`src/rtl/adc_seq_pkg.sv`:
```
package adc_seq_pkg;
  typedef enum logic [1:0] {
    ST_IDLE = 2'd0,
    ST_ACQ  = 2'd1,
    ST_CONV = 2'd2,
    ST_DONE = 2'd3
  } seq_state_e;
endpackage

```
`src/rtl/adc_trig_arbiter.sv`:
```
module adc_trig_arbiter #(
  parameter int NUM_SLOTS = 4,
  parameter int SEL_W     = 5,
  localparam int NUM_TRIG = 1 << SEL_W,
  localparam int SLOT_W   = (NUM_SLOTS > 1) ? $clog2(NUM_SLOTS) : 1
) (
  input  logic                       clk,
  input  logic                       rst_n,
  input  logic [NUM_TRIG-1:0]        trig_i,
  input  logic [NUM_SLOTS*SEL_W-1:0] sel_i,
  input  logic                       launch_ok_i,
  output logic                       launch_o,
  output logic [SLOT_W-1:0]          grant_idx_o
);
  logic [NUM_SLOTS-1:0] hit, req, gnt_oh, pend_d, pend_q;

  for (genvar s = 0; s < NUM_SLOTS; s++) begin : g_hit
    assign hit[s] = trig_i[sel_i[s*SEL_W +: SEL_W]];
  end

  assign req = pend_q | hit;

  always_comb begin
    gnt_oh      = '0;
    grant_idx_o = '0;
    for (int s = NUM_SLOTS - 1; s >= 0; s--) begin
      if (req[s]) begin
        gnt_oh      = '0;
        gnt_oh[s]   = 1'b1;
        grant_idx_o = SLOT_W'(s);
      end
    end
  end

  assign launch_o = launch_ok_i && (req != '0);

  always_comb begin
    pend_d = req;
    if (launch_o) pend_d = req & ~gnt_oh;
  end

  always_ff @(posedge clk or negedge rst_n) begin
    if (!rst_n) pend_q <= '0;
    else        pend_q <= pend_d;
  end

  assert_grant_single_R8: assert property (@(posedge clk) disable iff (!rst_n)
    $onehot0(gnt_oh));

  assert_pending_kept_R7: assert property (@(posedge clk) disable iff (!rst_n)
    launch_o |=> ((pend_q & $past(req & ~gnt_oh)) == $past(req & ~gnt_oh)));

  assert_idle_keeps_request_R7: assert property (@(posedge clk) disable iff (!rst_n)
    (!launch_ok_i && hit != '0) |=> ((pend_q & $past(hit)) == $past(hit)));
endmodule

```
`src/rtl/adc_phase_timer.sv`:
```
module adc_phase_timer
  import adc_seq_pkg::*;
#(
  parameter int ACQ_W    = 6,
  parameter int CONV_CYC = 13,
  parameter int ACQ_MIN  = 6,
  parameter int SLOT_W   = 2,
  localparam int CONV_W  = $clog2(CONV_CYC),
  localparam int CNT_W   = (ACQ_W >= CONV_W) ? ACQ_W : CONV_W
) (
  input  logic              clk,
  input  logic              rst_n,
  input  logic              launch_i,
  input  logic [ACQ_W-1:0]  acq_i,
  input  logic [SLOT_W-1:0] slot_i,
  output logic              launch_ok_o,
  output logic              sample_en_o,
  output logic              conv_busy_o,
  output logic              done_o,
  output logic [SLOT_W-1:0] done_slot_o
);
  seq_state_e        state_d, state_q;
  logic [CNT_W-1:0]  cnt_d, cnt_q;
  logic [SLOT_W-1:0] slot_d, slot_q;
  logic              cnt_zero;

  assign cnt_zero    = (cnt_q == '0);
  assign launch_ok_o = (state_q == ST_IDLE) || (state_q == ST_DONE);

  always_comb begin
    state_d = state_q;
    cnt_d   = cnt_q;
    slot_d  = slot_q;
    unique case (state_q)
      ST_IDLE, ST_DONE: begin
        state_d = ST_IDLE;
        if (launch_i) begin
          state_d = ST_ACQ;
          cnt_d   = CNT_W'(acq_i);
          slot_d  = slot_i;
        end
      end
      ST_ACQ: begin
        if (cnt_zero) begin
          state_d = ST_CONV;
          cnt_d   = CNT_W'(CONV_CYC - 1);
        end else begin
          cnt_d = cnt_q - 1'b1;
        end
      end
      ST_CONV: begin
        if (cnt_zero) state_d = ST_DONE;
        else          cnt_d   = cnt_q - 1'b1;
      end
      default: state_d = ST_IDLE;
    endcase
  end

  always_ff @(posedge clk or negedge rst_n) begin
    if (!rst_n) begin
      state_q <= ST_IDLE;
      cnt_q   <= '0;
      slot_q  <= '0;
    end else begin
      state_q <= state_d;
      cnt_q   <= cnt_d;
      slot_q  <= slot_d;
    end
  end

  assign sample_en_o = (state_q == ST_ACQ);
  assign conv_busy_o = (state_q == ST_CONV);
  assign done_o      = (state_q == ST_DONE);
  assign done_slot_o = slot_q;

  // Phase-length observers for the checks below.
  logic [7:0] acq_run_q, conv_run_q;
  always_ff @(posedge clk or negedge rst_n) begin
    if (!rst_n) begin
      acq_run_q  <= '0;
      conv_run_q <= '0;
    end else begin
      acq_run_q  <= sample_en_o ? acq_run_q + 1'b1 : '0;
      conv_run_q <= conv_busy_o ? conv_run_q + 1'b1 : '0;
    end
  end

  assert_no_overlap_R3: assert property (@(posedge clk) disable iff (!rst_n)
    !(sample_en_o && conv_busy_o));

  assert_conv_follows_acq_R3: assert property (@(posedge clk) disable iff (!rst_n)
    $fell(sample_en_o) |-> conv_busy_o);

  assert_conv_length_R3: assert property (@(posedge clk) disable iff (!rst_n)
    $fell(conv_busy_o) |-> (conv_run_q == 8'(CONV_CYC)));

  assert_min_window_R2: assert property (@(posedge clk) disable iff (!rst_n)
    $fell(sample_en_o) |-> (acq_run_q >= 8'(ACQ_MIN + 1)));

  assert_done_after_conv_R4: assert property (@(posedge clk) disable iff (!rst_n)
    $fell(conv_busy_o) |-> done_o);

  assert_done_single_R4: assert property (@(posedge clk) disable iff (!rst_n)
    done_o |=> !done_o);

  assert_slot_stable_R4: assert property (@(posedge clk) disable iff (!rst_n)
    (conv_busy_o || done_o) |-> $stable(done_slot_o));
endmodule

```
`src/rtl/adc_soc_sequencer.sv`:
```
module adc_soc_sequencer #(
  parameter int NUM_SLOTS = 4,
  parameter int ACQ_W     = 6,
  parameter int SEL_W     = 5,
  parameter int CONV_CYC  = 13,
  parameter int ACQ_MIN   = 6,
  localparam int NUM_TRIG = 1 << SEL_W,
  localparam int SLOT_W   = (NUM_SLOTS > 1) ? $clog2(NUM_SLOTS) : 1
) (
  input  logic                       clk,
  input  logic                       rst_n,
  input  logic [NUM_TRIG-1:0]        trig_i,
  input  logic [NUM_SLOTS*ACQ_W-1:0] cfg_acq_i,
  input  logic [NUM_SLOTS*SEL_W-1:0] cfg_sel_i,
  output logic                       sample_en_o,
  output logic                       conv_busy_o,
  output logic                       done_o,
  output logic [SLOT_W-1:0]          done_slot_o
);
  logic [1:0]        rst_sync_q;
  logic              rst_int_n;
  logic              launch, launch_ok;
  logic [SLOT_W-1:0] grant_idx;
  logic [ACQ_W-1:0]  acq_raw, acq_eff;

  always_ff @(posedge clk or negedge rst_n) begin
    if (!rst_n) rst_sync_q <= '0;
    else        rst_sync_q <= {rst_sync_q[0], 1'b1};
  end
  assign rst_int_n = rst_sync_q[1];

  adc_trig_arbiter #(
    .NUM_SLOTS (NUM_SLOTS),
    .SEL_W     (SEL_W)
  ) i_arb (
    .clk         (clk),
    .rst_n       (rst_int_n),
    .trig_i      (trig_i),
    .sel_i       (cfg_sel_i),
    .launch_ok_i (launch_ok),
    .launch_o    (launch),
    .grant_idx_o (grant_idx)
  );

  assign acq_raw = cfg_acq_i[grant_idx*ACQ_W +: ACQ_W];
  assign acq_eff = (acq_raw < ACQ_W'(ACQ_MIN)) ? ACQ_W'(ACQ_MIN) : acq_raw;

  adc_phase_timer #(
    .ACQ_W    (ACQ_W),
    .CONV_CYC (CONV_CYC),
    .ACQ_MIN  (ACQ_MIN),
    .SLOT_W   (SLOT_W)
  ) i_timer (
    .clk         (clk),
    .rst_n       (rst_int_n),
    .launch_i    (launch),
    .acq_i       (acq_eff),
    .slot_i      (grant_idx),
    .launch_ok_o (launch_ok),
    .sample_en_o (sample_en_o),
    .conv_busy_o (conv_busy_o),
    .done_o      (done_o),
    .done_slot_o (done_slot_o)
  );

  assert_reset_quiet_R10: assert property (@(posedge clk)
    !rst_int_n |-> !(sample_en_o || conv_busy_o || done_o));

  assert_launch_starts_R5: assert property (@(posedge clk) disable iff (!rst_int_n)
    launch |=> sample_en_o);
endmodule

```
`config.mk`:
```
export PLATFORM = sky130hd
export DESIGN_NAME = adc_soc_sequencer
export DESIGN_NICKNAME = d
export VERILOG_FILES = /design/src/rtl/adc_seq_pkg.sv /design/src/rtl/adc_trig_arbiter.sv /design/src/rtl/adc_phase_timer.sv /design/src/rtl/adc_soc_sequencer.sv
export SDC_FILE = /design/constraint.sdc
export NUM_CORES = 1
export LEC_CHECK = 0
export BUFFER_PORTS_ARGS = -buffer_cell sky130_fd_sc_hd__clkbuf_2
export CAP_MARGIN = 20
export CORE_MARGIN = 1.5
export CORE_UTILIZATION = 30
export DETAILED_ROUTE_END_ITERATION = 7
export SYNTH_ARGS = -nofsm -noshare
export SYNTH_HDL_FRONTEND = slang
export SYNTH_SLANG_ARGS = --single-unit
```
`constraint.sdc`:
```
create_clock -name clk -period 1.3 [get_ports clk]
set_input_delay 0.26 -clock clk [delete_from_list [all_inputs] [get_ports clk]]
set_output_delay 0.26 -clock clk [all_outputs]
set_load 0.02 [all_outputs]
```
; ---- Word-level counts from Yosys, hierarchy flattened
; Index checks and enable logic that the tools add are counted.
[classes]
add_sub_neg = 1
multipliers = 1
magnitude_cmp = 5
eq_ne = 7
shifts = 1
mux = 26
n_bitwise = 3
reduce_logical = 9
[ops]
columns = op, count
row1 = $lt A5 B6 Y1 const B, 4
row2 = $mux W6, 4
row3 = $shiftx A24 B6 Y6, 1
row4 = $bmux W1 S5, 4
row5 = $mux W4, 5
row6 = $pmux W6 S3, 1
row7 = $mux W2, 6
row8 = $logic_not A6 Y1, 1
row9 = $lt A6 B3 Y1 const B, 1
row10 = $ne A2 B1 Y1 const B, 3
row11 = $pmux W2 S3, 1
row12 = $reduce_and A2 Y1, 3
row13 = $sub A6 B1 Y6 const B, 1
row14 = $mux W1, 5
row15 = $and A4 B4 Y4, 1
row16 = $eq A2 B2 Y1 const B, 2
row17 = $mul A2 B2 Y4 const B, 1
row18 = $not A4 Y4, 1
row19 = $or A4 B4 Y4, 1
row20 = $reduce_bool A4 Y1, 1
row21 = $eq A2 B1 Y1 const B, 1
row22 = $logic_not A2 Y1, 1
row23 = $ne A2 B2 Y1 const B, 1
row24 = $reduce_or A2 Y1, 1
row25 = 2 further kinds, 2
[totals]
register_bits = 16
in_bits = 78
out_inout_bits = 5
elab_cells = 58

; ---- Depth between registers and ports, before layout
; Gate-level depths: netlist (run 1).
[depth]
ltp_word = 13
depth_mapped = 13
ltp_nobuf = 10

; ---- Cells and area by module
; A second synthesis (run 1) with hierarchy kept.
[hier_totals]
cells_unflattened = 271
hier_area_um2 = 2358.5
[by_module_without_submodules]
columns = module, n_inst, cells_each, area_each_um2, seq_area_each_um2
row1 = adc_trig_arbiter, 1, 181, 1447.6, 100.1
row2 = adc_phase_timer, 1, 75, 665.6, 250.2
row3 = adc_soc_sequencer, 1, 15, 245.2, 50.0

; ---- Worst setup path after synthesis (run 1)
; Ideal clock, no wire load.
[synth_timing]
path_type = input port to flip-flop
startpoint = in cfg_sel_i[15]
endpoint = reg i_timer.cnt_q[0]
setup_ns = 0.131
t_arrival_ns = 2.547
t_required_ns = 1.169
slack_ns = -1.378
cell_stages = 10
n_path_buf = 1
cell_sequence = buf_6 -> or3b_1 -> o221ai_1 -> a211oi_1 -> o21ba_4 -> a2111oi_4 -> mux2i_1 -> mux2i_1 -> a2111oi_1 -> o31ai_1
[synth_between]
elab_chain_len = 13
elab_cells_between_ends = 17
classes_between = mul (1) / order compare (1) / eq/ne (1) / shift (1) / mux (9) / bitwise (1) / reduce/logical (3)
[synth_lines]
columns = element, line_no
row1 = start: declaration, adc_soc_sequencer.sv:14  ; input logic [NUM_SLOTS*SEL_W-1:0] cfg_sel_i,
row2 = $bmux W1 S5 *, adc_trig_arbiter.sv:18  ; assign hit[s] = trig_i[sel_i[s*SEL_W +: SEL_W]];
row3 = $mux W1 (not written as such) *, adc_trig_arbiter.sv:18
row4 = $or A4 B4 Y4 *, adc_trig_arbiter.sv:21  ; assign req = pend_q | hit;
row5 = $mux W2 (4 in a row), adc_trig_arbiter.sv:27  ; if (req[s]) begin
row6 = $mul A2 B2 Y4, adc_soc_sequencer.sv:45  ; assign acq_raw = cfg_acq_i[grant_idx*ACQ_W +: ACQ_W];
row7 = $shiftx A24 B6 Y6, adc_soc_sequencer.sv:45
row8 = $lt A6 B3 Y1, adc_soc_sequencer.sv:46  ; assign acq_eff = (acq_raw < ACQ_W'(ACQ_MIN)) ? ACQ_W'(ACQ_MIN) : acq_raw;
row9 = $mux W6, adc_soc_sequencer.sv:46
row10 = $mux W6, adc_phase_timer.sv:37  ; if (launch_i) begin
row11 = $pmux W6 S3, adc_phase_timer.sv:34  ; unique case (state_q)
row12 = end signal: assignment, adc_phase_timer.sv:66  ; cnt_q <= cnt_d;
row13 = end: declaration, adc_phase_timer.sv:23  ; logic [CNT_W-1:0] cnt_d, cnt_q;
; Every way passes the cells marked *; elsewhere a longest branch is shown, timed or not. The select of a mux whose other input is x is not followed.
; A chain may end at the register's enable or synchronous reset.

; ---- Worst setup path in the final report (run 1)
[layout_timing]
startpoint = in cfg_sel_i[12]
endpoint = reg i_timer.cnt_q[0]
[layout_between]
elab_chain_len = 12
elab_cells_between_ends = 16
classes_between = mul (1) / order compare (1) / eq/ne (1) / shift (1) / mux (8) / bitwise (1) / reduce/logical (3)
[layout_lines]
columns = element, line_no
row1 = $bmux W1 S5 *, adc_trig_arbiter.sv:18
row2 = $mux W1 (not written as such) *, adc_trig_arbiter.sv:18
row3 = $or A4 B4 Y4 *, adc_trig_arbiter.sv:21
row4 = $mux W2 (3 in a row), adc_trig_arbiter.sv:27
row5 = $mul A2 B2 Y4, adc_soc_sequencer.sv:45
row6 = $shiftx A24 B6 Y6, adc_soc_sequencer.sv:45
row7 = $lt A6 B3 Y1, adc_soc_sequencer.sv:46
row8 = $mux W6, adc_soc_sequencer.sv:46
row9 = $mux W6, adc_phase_timer.sv:37
row10 = $pmux W6 S3, adc_phase_timer.sv:34
; Marked as above.

==> flow_metrics.env, run 1 <==
export IMPL_outcome="finished with violations"
export IMPL_failed_checks="setup timing"
export IMPL_place_gp_congestion=0.952
export IMPL_cts_sinks=16
export IMPL_ioPinCount=83
export IMPL_synth_top_cell_by_area="mux2i_1"
export IMPL_power_per_cell_area_mw_per_mm2=1390
export IMPL_syn_inst=275
export IMPL_final_core_util_pct=54.6
export IMPL_final_net_count=521
export IMPL_grt_max_degree=16
export IMPL_fill_cells=684
export IMPL_grt_first_pass_wirelength_mm=14.2
export IMPL_cts_root_buf="clkbuf_8"
export IMPL_synthFlopType="dfrtp_1"
export IMPL_synthToLayoutAreaGrowth_pct=78.0
export IMPL_diodes=0
export IMPL_holdCritPathClass="register to async pin"
export IMPL_grt_pass1_vias=2972
export IMPL_slew_violations=0
export IMPL_start_kind="input pin"
export IMPL_syn_area_per_cell_um2=8.53
export IMPL_drive_above_1_share_pct=55.9
export IMPL_fin_crit_sh_pct=197
export IMPL_async_reset_ff_share_pct=100
export IMPL_regArea_um2=400
export IMPL_syn_area_mm2=0.00234
export IMPL_r2r_setup_slack_ns=-0.97
export IMPL_holdWs_ns=0.178
export IMPL_antenna_found_initial=0
export IMPL_dr_pass1_iters=4
export IMPL_ir_worst_vdd_v=0.00156
export IMPL_routed_wl_mm=9.09
export IMPL_rsz0062_at_grt="yes"
export IMPL_regToRegEndpoint="i_timer.cnt_q[0]"
export IMPL_fin_ws_ns=-1.26
export IMPL_cts_tree="built"
export IMPL_fmax_mhz=391
export IMPL_multi_input_area_mm2=0.00227
export IMPL_synth_nets=357
export IMPL_dieArea_mm2=0.00835
export IMPL_netlist_area_leader_share_pct=27.3
export IMPL_worst_skew_pair_late_latency_ns=0.25
export IMPL_p_leak_uw=0.00191
export IMPL_crit_arrival_ns=2.69
export IMPL_floorplan_initialDensity_pct=30.7
export IMPL_timing_rr_start="i_arb.pend_q[1]"
export IMPL_wire_per_inst_um=16.8
export IMPL_vias=2889
export IMPL_die_w_um=91.4
export IMPL_cp_end_kind="register"
export IMPL_hold_viol=0
export IMPL_clkTransAtPathRegs_ns=0.07
export IMPL_synth_area_top_cells="mux2i_1 27%, dfrtp_1 17%, mux4_2 3.8%"
export IMPL_hpwlAfterDp_mm=6.82
export IMPL_required_ns=1.43
export IMPL_ys_ff_latch=16
export IMPL_first_iter_violations=91
export IMPL_dieHeight_um=91.4
export IMPL_port_buffers=82
export IMPL_rows=32
export IMPL_yosysSeqAreaShare_pct=17.1
export IMPL_cap_violations=0
export IMPL_grt_overflow=0
export IMPL_design_core_area_mm2=0.00765
export IMPL_drtAntennaViolNets=0
export IMPL_rr_worst_depth=8
export IMPL_htreeDepth=1
export IMPL_grt_usage_pct=21.2
export IMPL_min_period_ns=2.56
export IMPL_clock_skew_ns=0.00562
export IMPL_setup_viol=17
export IMPL_synth_edf_count=0
export IMPL_cts_buffers=3
export IMPL_max_clock_path_buffers=2
export IMPL_drc=0
export IMPL_ys_types=53
export IMPL_yosysMostFrequentCell="mux2i_1"
export IMPL_worst_setup_path_type="input pin to register"
export IMPL_synth_warning_count=0
export IMPL_vias_per_cell=5.35
export IMPL_ys_top_cells_by_count="64 x mux2i_1, 21 x nand2_1, 16 x dfrtp_1, 16 x nor2_1, 15 x a21oi_1"
export IMPL_crit_fanout=15
where the power goes:
| part | switching [uW] | internal [uW] |
|---|---|---|
| clock network | 190 | 269 |
| registers | 140 | 710 |
| logic | 2120 | 2370 |
| total | 2450 | 3340 |
flip-flops by register name, indices dropped and copies added (netlist names):
name,cells
i_arb.pend_q,4
i_timer.cnt_q,6
i_timer.done_slot_o,2
i_timer.state_q,2
rst_sync_q,2
per-layer routing:
layer	wire length, um	GRT usage, %	vias up
met2	4400	37.1	131
met4	275	8.07	0
met5	0	0	-
met1	3920	26.1	1347
met3	495	2.76	23
li1	-	-	1388
placed cells by master (no fill, tap or decap), types with 5 or more instances in the layout:
| master | count |
|---|---|
| nand2_1 | 20 |
| a21oi_1 | 13 |
| buf_6 | 17 |
| dfrtp_1 | 16 |
| nand2b_1 | 5 |
| clkbuf_2 | 75 |
| o21ai_0 | 5 |
| mux2i_1 | 52 |
| mux2i_2 | 5 |
| nor2b_1 | 9 |
| a211oi_1 | 5 |
| mux4_2 | 5 |
| a22oi_1 | 11 |
| nor2_1 | 13 |
| mux2i_4 | 7 |
| buf_4 | 69 |
| nand3_1 | 10 |
worst max-delay path by stage:
stage,startpoint,endpoint,slack (ns),cells after the start
after floorplan,cfg_sel_i[15],i_timer.cnt_q[0],-1.28,10
after global routing,cfg_sel_i[12],i_timer.cnt_q[0],-1.36,12
after CTS,cfg_sel_i[15],i_timer.cnt_q[0],-1.19,11
after detailed placement,cfg_sel_i[15],i_timer.cnt_q[0],-1.60,10
final,cfg_sel_i[12],i_timer.cnt_q[0],-1.26,12
after global placement,cfg_sel_i[15],i_timer.cnt_q[0],-1.53,10
stage by stage:
step	instances	worst slack, ns	total power [uW]	cell area, um2	TNS [ns]
after detailed placement	519	-1.60	4020	3410	-16.08
after CTS	538	-1.19	5490	4000	-11.60
final	540	-1.26	5800	4170	-11.78
after floorplan	275	-1.28	2740	2450	-9.96
after global routing	540	-1.36	6160	4170	-12.95
after global placement	519	-1.53	3980	3410	-15.53
critical path: stages:
cell and delay [ns]:
clkbuf_2 0.12, buf_12 0.17, mux2i_2 0.15, a22oi_1 0.22
a31oi_1 0.13, and4_4 0.23, a2111oi_4 0.35, buf_6 0.20
mux2i_1 0.30, mux2i_4 0.13, a2111oi_4 0.32, o31ai_1 0.12
timing repair:
action                     CTS  global route
buffers inserted            13             6
hold endpoints to repair     2             0
hold buffers                 1             0
setup endpoints to repair   17            17
resized for setup           88            35
pin swaps                   35            18
gates cloned                 1             0
cell families after synthesis:
logic type	Yosys count	share of synthesized area [%]
buffers and inverters	21	4.80
other	1	0.160
AOI/OAI and AO/OA	75	23.1
adders and majority gates	4	2.13
xor gates and xnor gates	2	0.747
and+or+nand+nor	84	18.3
muxes	72	33.7
DFF	16	17.1
area by class of cell:
| cell class | count | area share, % |
|---|---|---|
| Clock buffer | 4 | 1.32 |
| Inverter | 8 | 0.780 |
| Multi-Input combinational cell | 238 | 54.4 |
| Sequential cell | 16 | 9.60 |
| Tap cell | 102 | 3.06 |
| Timing Repair Buffer | 172 | 30.9 |
Power figures use the tool's default switching activity.
==> inputs of run 2 (changes only) <==
--- a/config.mk
+++ b/config.mk
@@ -10,6 +10,7 @@
 export CORE_MARGIN = 1.5
 export CORE_UTILIZATION = 30
 export DETAILED_ROUTE_END_ITERATION = 7
+export REMOVE_ABC_BUFFERS = 1
 export SYNTH_ARGS = -nofsm -noshare
 export SYNTH_HDL_FRONTEND = slang
 export SYNTH_SLANG_ARGS = --single-unit
==> run 2 against run 1 <==
Against the previous run:
- the run still ends with setup timing left
- clock skew decreased by 0.0036 ns
- final area decreased by 1.4%
- first-iteration DRC count increased by 92%
- critical path type unchanged
- largest power group unchanged
==> flow_metrics.env, run 2 (synthesis gave the netlist of run 1 again) <==
export IMPL_rr_worst_depth=9
export IMPL_path_buf_inv=2
export IMPL_p_int_uw=3240
export IMPL_reg_top3="i_timer.cnt_q: 6 flops, i_arb.pend_q: 4 flops"
export IMPL_p_total_uw=5700
export IMPL_relSlewSlack_pct=59.2
export IMPL_failed_checks="setup timing"
export IMPL_die_w_um=91.4
export IMPL_power_per_cell_area_mw_per_mm2=1390
export IMPL_place_gp_congestion=0.952
export IMPL_final_common_cell="clkbuf_2"
export IMPL_grt_first_pass_wirelength_mm=14.7
export IMPL_crit_fanout=6
export IMPL_critPathMaxStageDelay_ns=0.48
export IMPL_grt_pass1_vias=3050
export IMPL_cts_tree="built"
export IMPL_synthToLayoutAreaGrowth_pct=75.5
export IMPL_holdWs_ns=0.252
export IMPL_crit_arrival_ns=2.66
export IMPL_holdCritPathClass="register to async pin"
export IMPL_cts_sinks=16
export IMPL_top_register="i_timer.cnt_q"
export IMPL_dr_pass1_iters=5
export IMPL_fin_ws_ns=-1.23
export IMPL_vias=2947
export IMPL_multi_input_area_mm2=0.00218
export IMPL_cts_root_buf="clkbuf_8"
export IMPL_rsz0062_at_grt="yes"
export IMPL_slew_violations=0
export IMPL_drtAntennaViolNets=0
export IMPL_crit_family="compound AO/OA/AOI/OAI gates"
export IMPL_grt_usage_pct=22.2
export IMPL_cp_end_kind="register"
export IMPL_p_leak_uw=0.00195
export IMPL_ir_worst_vdd_v=0.00137
export IMPL_ioPinCount=83
export IMPL_final_core_util_pct=53.8
export IMPL_drive_above_1_share_pct=55.2
export IMPL_hpwlAfterDp_mm=7.11
export IMPL_combPwrFrac_pct=77.9
export IMPL_floorplan_initialDensity_pct=30.7
export IMPL_fin_crit_sh_pct=195
export IMPL_rows=32
export IMPL_cp_common_cell="mux2i_1"
export IMPL_largest_reg_flops=6
export IMPL_p_clk_share_pct=6.7
export IMPL_htreeDepth=1
export IMPL_cap_violations=0
export IMPL_p_seq_share_pct=15.4
export IMPL_routed_wl_mm=9.68
export IMPL_worst_skew_pair_late_latency_ns=0.26
export IMPL_cts_buffers=3
export IMPL_switching_share_pct=43.1
export IMPL_path_cells="clkbuf_16 > mux4_2 > a22o_1 > nor4_4 > o21ba_4 > a2111oi_4 > buf_4 > mux2i_1 > mux2i_1 > a2111oi_2 > o31ai_1"
export IMPL_final_net_count=530
export IMPL_worst_slew_pin_transition_ns=0.611
export IMPL_wire_per_inst_um=17.7
export IMPL_switchingPower_uw=2460
export IMPL_layout_common_cells="75 x clkbuf_2, 70 x buf_4, 62 x mux2i_1"
export IMPL_drc=0
export IMPL_setup_viol=17
export IMPL_first_iter_violations=175
export IMPL_max_clock_path_buffers=2
export IMPL_crit_cells=11
export IMPL_clkTransAtPathRegs_ns=0.06
export IMPL_min_period_ns=2.53
export IMPL_dieHeight_um=91.4
export IMPL_diodes=0
export IMPL_slowest_stage="mux4_2"
export IMPL_clock_skew_ns=0.00200
export IMPL_worst_setup_path_type="input pin to register"
export IMPL_grt_max_degree=16
export IMPL_start_kind="input pin"
export IMPL_required_ns=1.43
export IMPL_vias_per_cell=5.38
export IMPL_fmax_mhz=395
export IMPL_hold_viol=0
export IMPL_outcome="finished with violations"
export IMPL_fill_cells=706
export IMPL_design_core_area_mm2=0.00765
export IMPL_regArea_um2=400
export IMPL_grt_overflow=0
export IMPL_antenna_found_initial=0
export IMPL_dieArea_mm2=0.00835
export IMPL_port_buffers=82
run 2: changes by cell type in the layout (fill, tap and decap cells not counted), sizes merged:
cell / before / now
buf: 93 / 103
clkbuf: 82 / 80
run 2: final cells by class:
| type | count | area share, % |
|---|---|---|
| Clock buffer | 3 | 1.00 |
| Tap cell | 102 | 3.10 |
| Multi-Input combinational cell | 238 | 53.0 |
| Sequential cell | 16 | 9.73 |
| Inverter | 8 | 0.791 |
| Timing Repair Buffer | 181 | 32.4 |
run 2: repair_timing:
action | CTS | global route
buffers inserted | 7 | 10
setup endpoints to repair | 17 | 17
gates cloned | 0 | 1
pin swaps | 29 | 15
endpoints found under the hold margin | 2 | 0
resized for setup | 88 | 35
hold buffers | 1 | 0
run 2: worst reg2reg max path, delay by kind of cell (launching register included):
family | cells | cell delay (ns)
AOI/OAI and AO/OA | 4 | 0.90
DFF | 1 | 0.39
buffers and inverters | 2 | 0.38
muxes | 2 | 0.31
and+or+nand+nor | 1 | 0.16
run 2: power by group through the flow:
stage / sequential [uW] / combinational (uW) / clock [uW]
2_1_floorplan: 860 / 1690 / 0
3_3_place_gp: 835 / 3070 / 0
3_5_place_dp: 835 / 3110 / 0
4_1_cts: 854 / 3890 / 374
5_1_grt: 900 / 4770 / 406
6_report: 878 / 4440 / 384
run 2: routing by layer:
metal  routed length, um  global-route usage [%]  part of all wire (%)
met5                   0                       0                     0
met3                 679                    2.26                   7.0
met1                3990                    26.8                    41
met4                 214                    7.16                   2.2
met2                4790                    40.9                    50
run 2: final timing paths:
| path | startpoint | to | slack [ns] |
|---|---|---|---|
| worst max-delay path | cfg_sel_i[15] | i_timer.cnt_q[0] | -1.23 |
| worst min-delay path | rst_sync_q[1] | i_timer.state_q[0] | 0.25 |
| worst max register to register | i_arb.pend_q[1] | i_timer.cnt_q[0] | -0.97 |
| worst min register to register | rst_sync_q[1] | i_timer.state_q[0] | 0.25 |
| max in group asynchronous | rst_sync_q[1] | i_timer.cnt_q[0] | 0.65 |
| min in group clk | rst_sync_q[0] | rst_sync_q[1] | 0.36 |
run 2: through the flow:
stage	std cells	setup WS (ns)	instance area [um2]	TNS (ns)
floorplan	262	-1.26	2260	-10.27
global placement	526	-1.61	3410	-16.13
detailed placement	526	-1.67	3410	-16.76
CTS	537	-1.13	3880	-10.36
global route	548	-1.30	4120	-12.04
finish	548	-1.23	4120	-10.89
